$ cat src/rtl/fir_mac_serial.sv
module fir_mac_serial #(
  parameter int DATA_W = 16,
  parameter int TAPS   = 16,
  parameter int COEF_W = 16,
  parameter int ACC_W  = 36
) (
  input  logic                     clk,
  input  logic                     rst,
  input  logic                     in_valid,
  input  logic signed [DATA_W-1:0] in_sample,
  output logic                     out_valid,
  output logic signed [DATA_W-1:0] out_sample
);

  localparam int AW     = (TAPS > 1) ? $clog2(TAPS) : 1;
  localparam int PROD_W = DATA_W + COEF_W;
  localparam int FRAC   = COEF_W - 1;
  localparam logic [AW-1:0] LAST = AW'(TAPS - 1);
  localparam logic signed [ACC_W-1:0] ONE    = ACC_W'(1);
  localparam logic signed [ACC_W-1:0] SAT_HI = ACC_W'((64'sd1 <<< (DATA_W - 1)) - 64'sd1);
  localparam logic signed [ACC_W-1:0] SAT_LO = -SAT_HI - ONE;

  typedef enum logic [2:0] {
    S_IDLE  = 3'd0,
    S_LOAD  = 3'd1,
    S_CLEAR = 3'd2,
    S_MAC   = 3'd3,
    S_STORE = 3'd4
  } phase_t;

  phase_t                          phase_q;
  logic [TAPS-1:0][DATA_W-1:0]     line_q;
  logic [TAPS-1:0][COEF_W-1:0]     coef_rom;
  logic signed [DATA_W-1:0]        hold_q;
  logic [AW-1:0]                   tap_q;
  logic signed [ACC_W-1:0]         acc_q;
  logic signed [DATA_W-1:0]        x_sel;
  logic signed [COEF_W-1:0]        c_sel;
  logic signed [PROD_W-1:0]        prod;
  logic signed [ACC_W-1:0]         kept;
  logic signed [ACC_W-1:0]         rnd;
  logic signed [DATA_W-1:0]        res;

  function automatic logic [COEF_W-1:0] coef_of(input int k);
    int v;
    v = 131 * (k + 1) * (TAPS - k) - 2000;
    return COEF_W'(v);
  endfunction

  generate
    for (genvar k = 0; k < TAPS; k++) begin : g_coef
      assign coef_rom[k] = coef_of(k);
    end
  endgenerate

  assign x_sel = $signed(line_q[tap_q]);
  assign c_sel = $signed(coef_rom[tap_q]);
  assign prod  = PROD_W'(x_sel) * PROD_W'(c_sel);

  assign kept = acc_q >>> FRAC;
  assign rnd  = acc_q[FRAC-1] ? kept + ONE : kept;
  assign res  = (rnd > SAT_HI) ? $signed(SAT_HI[DATA_W-1:0]) :
                (rnd < SAT_LO) ? $signed(SAT_LO[DATA_W-1:0]) :
                                 $signed(rnd[DATA_W-1:0]);

  always_ff @(posedge clk) begin
    if (rst) begin
      phase_q    <= S_IDLE;
      line_q     <= '0;
      hold_q     <= '0;
      tap_q      <= '0;
      acc_q      <= '0;
      out_valid  <= 1'b0;
      out_sample <= '0;
    end else begin
      out_valid <= 1'b0;
      unique case (phase_q)
        S_IDLE: begin
          if (in_valid) begin
            hold_q  <= in_sample;
            phase_q <= S_LOAD;
          end
        end
        S_LOAD: begin
          line_q  <= {line_q[TAPS-2:0], hold_q};
          phase_q <= S_CLEAR;
        end
        S_CLEAR: begin
          acc_q   <= '0;
          tap_q   <= '0;
          phase_q <= S_MAC;
        end
        S_MAC: begin
          acc_q <= acc_q + ACC_W'(prod);
          tap_q <= tap_q + 1'b1;
          if (tap_q == LAST) phase_q <= S_STORE;
        end
        S_STORE: begin
          out_sample <= res;
          out_valid  <= 1'b1;
          phase_q    <= S_IDLE;
        end
        default: phase_q <= S_IDLE;
      endcase
    end
  end

endmodule

$ cat config.mk
export PLATFORM = sky130hd
export DESIGN_NAME = fir_mac_serial
export DESIGN_NICKNAME = d
export VERILOG_FILES = /design/src/rtl/fir_mac_serial.sv
export SDC_FILE = /design/constraint.sdc
export NUM_CORES = 1
export LEC_CHECK = 0
export BUFFER_PORTS_ARGS = -buffer_cell sky130_fd_sc_hd__buf_2
export CAP_MARGIN = 5
export CORE_MARGIN = 3
export CORE_UTILIZATION = 65
export CTS_CLUSTER_DIAMETER = 40
export DETAILED_ROUTE_END_ITERATION = 10
export GPL_TIMING_DRIVEN = 0
export PLACE_DENSITY_LB_ADDON = 0.15
export SLEW_MARGIN = 10
export SYNTH_ARGS = -nofsm -noshare
export SYNTH_HDL_FRONTEND = slang
export SYNTH_SLANG_ARGS = --single-unit
$ cat constraint.sdc
create_clock -name clk -period 15 [get_ports clk]
set_input_delay 2.25 -clock clk [delete_from_list [all_inputs] [get_ports clk]]
set_output_delay 2.25 -clock clk [all_outputs]
set_load 0.03 [all_outputs]
==> flow_summary.json, run 1 <==
{
  "run_status": "completed",
  "maxCapViolations": 0,
  "number_of_design_rule_violations_left_by_the_first_detailed_router_iteration": 1784,
  "final.setup.worst_slack_ns": 6.07,
  "maximum_number_of_pins_on_one_net_before_global_route_repair": 17,
  "synth.avg_cell_area_um2": 8.75,
  "dieHeight_um": 196,
  "syn-cell-area_um2": 23500,
  "place_worst_setup_slack_ns": 6.19,
  "ant_nets": 0,
  "critPathKind": "register to register",
  "area_delta_synth_final_pct": 10.8,
  "finalCritPeriodShare": 0.596,
  "postSynthCellCount": 2689,
  "synth_cell_type_count": 66,
  "initial_core_util": 0.660,
  "wire_per_inst_um": 19.9,
  "share_of_the_synthesized_area_in_the_top_cell_type": 0.292,
  "ioPinCount": 36,
  "cts-buffers-inserted": 50,
  "synth_warnings": 0,
  "crit_path_max_fanout": 10,
  "clk_root_buffer_cell": "sky130_fd_sc_hd__clkbuf_16",
  "globalRouteTotalUtil": 0.343,
  "grt_first_pass_wirelength_mm": 104,
  "clk_pin_slew_ns": 0.06,
  "global_route.overflow_total": 0,
  "postCtsSetupRepairBufs": 0,
  "route.final.wire_length_mm": 65.3,
  "post_route_total_power_mw": 2.36,
  "via_per_inst": 5.98,
  "grt_antenna_before_repair": 2,
  "number_of_search_and_repair_iterations_in_the_first_detailed_routing_pass": 5,
  "cts.sink_count": 343,
  "ys_seq_area_frac": 0.292,
  "htree_num_levels": 2,
  "clock.fmax_ghz": 0.112,
  "cts_max_path_buffers": 3,
  "synth_edf_count": 0,
  "critPathCaptureType": "register",
  "power.ir.vdd_worst_mv": 0.0907,
  "synth_fp_nets": 3056,
  "synth_async_sr_flop_share": 0,
  "drc": 0,
  "setup_violations": 0,
  "design.die.area_um2": 38500,
  "synth_top_cells_by_area": "sky130_fd_sc_hd__dfxtp_1 (29%), sky130_fd_sc_hd__fa_1 (19%), sky130_fd_sc_hd__nand2_1 (11%), sky130_fd_sc_hd__mux4_2 (7.7%), sky130_fd_sc_hd__a21oi_1 (6.8%)",
  "synth_top_area_cell": "sky130_fd_sc_hd__dfxtp_1",
  "slew_headroom": 0.331,
  "yosys.cell_count.top_type": "sky130_fd_sc_hd__nand2_1",
  "finish.net_count": 3144,
  "final_critical_path_required_period_ns": 8.93,
  "postSynthRegisterBits": 343,
  "power_per_cell_area_nw_per_um2": 90.4,
  "holdCritPathClass": "register to register",
  "final-hold-violation-count": 0,
  "fp-row-count": 69,
  "cp.arrival_ns": 9.44,
  "tritoncts": "yes",
  "tightestPinTransition_ns": 1.00,
  "finalSetupTns_ns": 0,
  "cts_hold_buffers": 0,
  "fp.coreArea_um2": 35700,
  "die_w_um": 196,
  "n_antenna_cell": 0,
  "rsz0062_at_grt": "no",
  "layout-drive-gt1-share": 0.0852,
  "report.final.slew_viol_count": 0,
  "first_global_vias": 19900,
  "dr_total_vias": 19600,
  "dominantRegCellSynth": "sky130_fd_sc_hd__dfxtp_1",
  "p_leak_nw": 10.9,
  "critical_path.startpoint_type": "register",
  "final_util": 0.731,
  "placement.io_buffers": 35,
  "post_cts_resized": 0,
  "place_hpwl_mm": 50.0,
  "clkLatencyLatePin_ns": 0.63,
  "cp_data_required_time_ns": 15.50,
  "globalplace.congestion": 1.01,
  "worst_clock_skew_ns": 0.0730,
  "netlist_top_cells_count": "sky130_fd_sc_hd__nand2_1 (720), sky130_fd_sc_hd__dfxtp_1 (343), sky130_fd_sc_hd__inv_1 (332)"
}
flip-flops by register name, indices dropped and copies added (netlist names):
name / count
phase_q: 3
out_sample: 16
c_sel: 12
out_valid: 1
tap_q: 4
line_q: 256
acc_q: 35
hold_q: 16
placed cells by master, fill, tap and decap left out, types with 58 or more instances in the layout:
cell type	netlist	layout
sky130_fd_sc_hd__mux4_2	80	80
sky130_fd_sc_hd__fa_1	223	223
sky130_fd_sc_hd__dfxtp_1	343	343
sky130_fd_sc_hd__clkbuf_1	126	133
sky130_fd_sc_hd__inv_1	332	332
sky130_fd_sc_hd__buf_2	23	58
sky130_fd_sc_hd__ha_1	125	125
sky130_fd_sc_hd__a21oi_1	318	318
sky130_fd_sc_hd__and2_1	77	77
sky130_fd_sc_hd__nand2_1	720	720
worst max-delay path, stage by stage, from the launching register on:
cell	delay, ns
sky130_fd_sc_hd__dfxtp_1	0.39
sky130_fd_sc_hd__buf_2	0.33
sky130_fd_sc_hd__buf_1	0.79
sky130_fd_sc_hd__mux4_2	0.50
sky130_fd_sc_hd__mux4_2	0.57
sky130_fd_sc_hd__buf_2	0.23
sky130_fd_sc_hd__and2_1	0.19
sky130_fd_sc_hd__fa_1	0.49
sky130_fd_sc_hd__inv_1	0.05
sky130_fd_sc_hd__fa_1	0.52
sky130_fd_sc_hd__fa_1	0.52
sky130_fd_sc_hd__inv_1	0.05
sky130_fd_sc_hd__fa_1	0.48
sky130_fd_sc_hd__fa_1	0.56
sky130_fd_sc_hd__inv_1	0.07
sky130_fd_sc_hd__fa_1	0.53
sky130_fd_sc_hd__inv_1	0.04
sky130_fd_sc_hd__ha_1	0.39
sky130_fd_sc_hd__and4_1	0.25
sky130_fd_sc_hd__and3_1	0.17
sky130_fd_sc_hd__nand3_1	0.22
sky130_fd_sc_hd__a31oi_1	0.48
sky130_fd_sc_hd__o2111ai_2	0.25
sky130_fd_sc_hd__a211oi_1	0.33
sky130_fd_sc_hd__o21ai_0	0.15
sky130_fd_sc_hd__a32o_1	0.25
through the flow:
| step | hold WS, ns | std cells | cell area [um^2] |
|---|---|---|---|
| CTS | 0.452 | 3278 | 26100 |
| detailed placement | 0.445 | 3186 | 24300 |
| floorplan | 0.432 | 2689 | 23500 |
| global route | 0.466 | 3278 | 26100 |
| global placement | 0.440 | 3185 | 24300 |
| finish | 0.451 | 3278 | 26100 |
report_power, final:
group	switching, mW	total (mW)	internal, mW
clock	0.488	1.24	0.751
sequential	0.00645	0.925	0.918
combinational	0.145	0.194	0.0483
path summary, 6_finish.rpt:
check / from / endpoint / slack [ns] / cells after the start
max reg2reg: tap_q[1] / acc_q[34] / 6.07 / 25
min: line_q[96] / line_q[112] / 0.45 / 2
min reg2reg: line_q[96] / line_q[112] / 0.45 / 2
max: tap_q[1] / acc_q[34] / 6.07 / 25
final cells by class:
| type | count | area [um^2] |
|---|---|---|
| clock inverters | 29 | 423 |
| multi-input cells | 1856 | 14800 |
| repair buffers | 36 | 183 |
| plain buffers | 157 | 644 |
| fillers | 2595 | 9590 |
| flip-flops and latches | 343 | 6870 |
| well taps | 461 | 577 |
| inverters | 333 | 1250 |
| clock buffers | 63 | 1360 |
layer usage:
layer	vias up	share of wire	track usage
met5	-	0.00041	0
met4	4	0.057	0.176
met3	234	0.079	0.0646
met2	930	0.48	0.573
met1	9557	0.38	0.430
li1	8869	-	-
kinds of logic after synthesis:
| kind of cell | synth area share |
|---|---|
| AOI/OAI and AO/OA | 0.111 |
| xor gates and xnor gates | 0.0149 |
| adders and majority gates | 0.256 |
| buffers and inverters | 0.0805 |
| DFF | 0.292 |
| muxes | 0.0801 |
| and+or+nand+nor | 0.165 |
Note: power is estimated with default switching activity, not from simulation.
==> inputs of run 2 (changes only) <==
--- a/config.mk
+++ b/config.mk
@@ -5,6 +5,7 @@
 export SDC_FILE = /design/constraint.sdc
 export NUM_CORES = 1
 export LEC_CHECK = 0
+export ABC_AREA = 1
 export BUFFER_PORTS_ARGS = -buffer_cell sky130_fd_sc_hd__buf_2
 export CAP_MARGIN = 5
 export CORE_MARGIN = 3
==> constraint.sdc (replaced) <==
create_clock -name clk -period 8.3 [get_ports clk]
set_input_delay 1.245 -clock clk [delete_from_list [all_inputs] [get_ports clk]]
set_output_delay 1.245 -clock clk [all_outputs]
set_load 0.03 [all_outputs]
==> run 2 against run 1 <==
Worst hold slack got worse by 0.0085 ns. Largest power group is now sequential cells. Fmax increased by 10%. First-iteration DRC count increased by 54%. Total power increased by 130%. Area after synthesis increased by 5.2%. Non-clock buffer count increased by 18. Clock skew decreased by 0.047 ns. Setup slack got worse by 5.9 ns.
==> flow_summary.json, run 2 <==
{
  "reg.largest.list": "line_q (256), acc_q (35)",
  "clk_root_buffer_cell": "sky130_fd_sc_hd__clkbuf_16",
  "regMostFlops": "line_q",
  "dominantRegCellSynth": "sky130_fd_sc_hd__dfxtp_1",
  "synth_async_sr_flop_share": 0,
  "layout-drive-gt1-share": 0.0500,
  "dieHeight_um": 201,
  "initial_core_util": 0.668,
  "syn-cell-area_um2": 24700,
  "final_util": 0.730,
  "largest_register_ffs": 256,
  "cts_hold_buffers": 0,
  "global_route.overflow_total": 0,
  "critical_path.startpoint_type": "register",
  "cp_slowest_cell": "sky130_fd_sc_hd__buf_1",
  "cp_data_required_time_ns": 8.77,
  "critPathCaptureType": "register",
  "family_of_cells_with_the_greatest_summed_delay_on_the_critical_path": "adder cells",
  "cts.sink_count": 343,
  "drc": 0,
  "synth.avg_cell_area_um2": 7.34,
  "cts-buffers-inserted": 42,
  "first_global_vias": 22900,
  "place_hpwl_mm": 61.3,
  "postSynthRegisterBits": 343,
  "finalCritPeriodShare": 0.977,
  "tritoncts": "yes",
  "synth_edf_count": 0,
  "timing.critical_path.slowest_cell_delay_ns": 0.65,
  "globalplace.congestion": 1.05,
  "rrSetupSlack_ns": 0.19,
  "placement.io_buffers": 35,
  "layout_common_cells": "sky130_fd_sc_hd__inv_1 (727), sky130_fd_sc_hd__a21oi_1 (495), sky130_fd_sc_hd__o21ai_0 (440), sky130_fd_sc_hd__nand2_1 (372), sky130_fd_sc_hd__dfxtp_1 (343)",
  "grt_antenna_before_repair": 1,
  "postSynthCellCount": 3371,
  "area_delta_synth_final_pct": 9.24,
  "wire_per_inst_um": 19.5,
  "ys_seq_area_frac": 0.278,
  "worst_clock_skew_ns": 0.0265,
  "design.die.area_um2": 40400,
  "synth_fp_nets": 3738,
  "layout.cells.most_common": "sky130_fd_sc_hd__inv_1",
  "ioPinCount": 36,
  "synth_cell_type_count": 40,
  "synth_top_area_cell": "sky130_fd_sc_hd__dfxtp_1",
  "report.final.slew_viol_count": 0,
  "ant_nets": 0,
  "number_of_search_and_repair_iterations_in_the_first_detailed_routing_pass": 8,
  "setup_violations": 0,
  "finish.net_count": 3817,
  "run_status": "completed",
  "share_of_the_synthesized_area_in_the_top_cell_type": 0.278,
  "tightestPinTransition_ns": 0.992,
  "maximum_number_of_pins_on_one_net_before_global_route_repair": 17,
  "die_w_um": 201,
  "power.ir.vdd_worst_mv": 0.173,
  "grt_use_met3": 0.102,
  "clock.fmax_ghz": 0.123,
  "finalSetupTns_ns": 0,
  "slew_headroom": 0.334,
  "clk_pin_slew_ns": 0.06,
  "number_of_design_rule_violations_left_by_the_first_detailed_router_iteration": 2753,
  "globalRouteTotalUtil": 0.383,
  "via_per_inst": 5.88,
  "fill_cells": 2996,
  "cp.arrival_ns": 8.57,
  "route.final.wire_length_mm": 77.9,
  "synth_top_cells_by_area": "sky130_fd_sc_hd__dfxtp_1 (28%), sky130_fd_sc_hd__fa_1 (18%), sky130_fd_sc_hd__inv_1 (11%), sky130_fd_sc_hd__a21oi_1 (10%), sky130_fd_sc_hd__o21ai_0 (8.9%)",
  "final_critical_path_required_period_ns": 8.11,
  "maxCapViolations": 0,
  "cts_max_path_buffers": 3,
  "synth_warnings": 0,
  "globalRoute.busiestLayer": "met2",
  "yosys.cell_count.top_type": "sky130_fd_sc_hd__inv_1",
  "clkLatencyLatePin_ns": 0.56,
  "p_leak_nw": 12.1,
  "power_per_cell_area_nw_per_um2": 204,
  "final-hold-violation-count": 0,
  "grt_first_pass_wirelength_mm": 123,
  "fp-row-count": 70,
  "htree_num_levels": 2,
  "holdCritPathClass": "register to register",
  "critPathKind": "register to register",
  "globalRouteMet1Util": 0.538,
  "netlist_top_cells_count": "sky130_fd_sc_hd__inv_1 (728), sky130_fd_sc_hd__a21oi_1 (495), sky130_fd_sc_hd__o21ai_0 (440)",
  "crit_path_max_fanout": 10,
  "fp.coreArea_um2": 37000,
  "dr_total_vias": 23500,
  "rsz0062_at_grt": "yes",
  "cp_num_buf_inv": 8,
  "use_met2": 0.566
}
==> run 2: path summary, 6_finish.rpt <==
| path | startpoint | to | cells past startpoint |
|---|---|---|---|
| worst min-delay path | hold_q[4] | hold_q[4] | 2 |
| worst max register to register | tap_q[1] | acc_q[31] | 28 |
| worst min register to register | hold_q[4] | hold_q[4] | 2 |
| worst max-delay path | tap_q[1] | acc_q[31] | 28 |
==> run 2: per-layer routing <==
| layer | share of wire | vias to the layer above |
|---|---|---|
| met5 | 0.00010 | - |
| met4 | 0.041 | 2 |
| met3 | 0.13 | 216 |
| met2 | 0.42 | 1418 |
| met1 | 0.41 | 11000 |
| li1 | - | 10800 |
==> run 2: kinds of logic after synthesis <==
kind of cell / Yosys count / synth area share
XOR/XNOR: 20 / 0.00708
flip-flops: 343 / 0.278
adder cells (fa/ha/maj): 348 / 0.244
AND/OR/NAND/NOR: 783 / 0.133
buffers and inverters: 910 / 0.140
AO/OA/AOI/OAI: 967 / 0.198
==> run 2: area by class of cell <==
cell class / instances / area (um^2) / share of cell area
Inverter: 734 / 2760 / 0.102
Timing Repair Buffer: 35 / 175 / 0.00648
Buffer: 176 / 743 / 0.0275
Clock inverter: 21 / 233 / 0.00861
Multi-Input combinational cell: 2118 / 14400 / 0.533
Sequential cell: 343 / 6870 / 0.254
Clock buffer: 56 / 1220 / 0.0450
Tap cell: 504 / 631 / 0.0233
Antenna cell: 1 / 2.50 / 0.0000926
==> run 2: tightest hold or removal path, cell delays in order, from the launching register on <==
cell and delay, ns:
sky130_fd_sc_hd__dfxtp_1 0.30, sky130_fd_sc_hd__inv_1 0.05, sky130_fd_sc_hd__a21oi_1 0.05
==> run 2: through the flow <==
| step | instance area (um^2) | cells | worst slack [ns] | hold slack, ns | power [mW] |
|---|---|---|---|---|---|
| 3_5_place_dp | 25500 | 3910 | 0.303 | 0.433 | 3.58 |
| 5_1_grt | 27000 | 3987 | -0.00490 | 0.464 | 5.81 |
| 3_3_place_gp | 25500 | 3910 | 0.381 | 0.431 | 3.52 |
| 2_1_floorplan | 24700 | 3371 | 1.85 | 0.420 | 3.08 |
| 6_report | 27000 | 3988 | 0.194 | 0.442 | 5.52 |
| 4_1_cts | 27000 | 3987 | 0.256 | 0.443 | 5.47 |
==> run 2: what timing repair did <==
| action | 4_1_cts | 5_1_grt |
|---|---|---|
| gates resized for setup | 0 | 37 |
| setup endpoints to repair | 0 | 15 |
| endpoints found under the hold margin | 0 | 0 |
| setup buffers | 0 | 0 |
==> run 2: where the power goes <==
part	total, mW	internal (mW)	switching, mW
Combinational	1.63	0.518	1.11
Sequential	1.98	1.84	0.144
Clock	1.90	1.14	0.763
Total	5.52	3.50	2.02
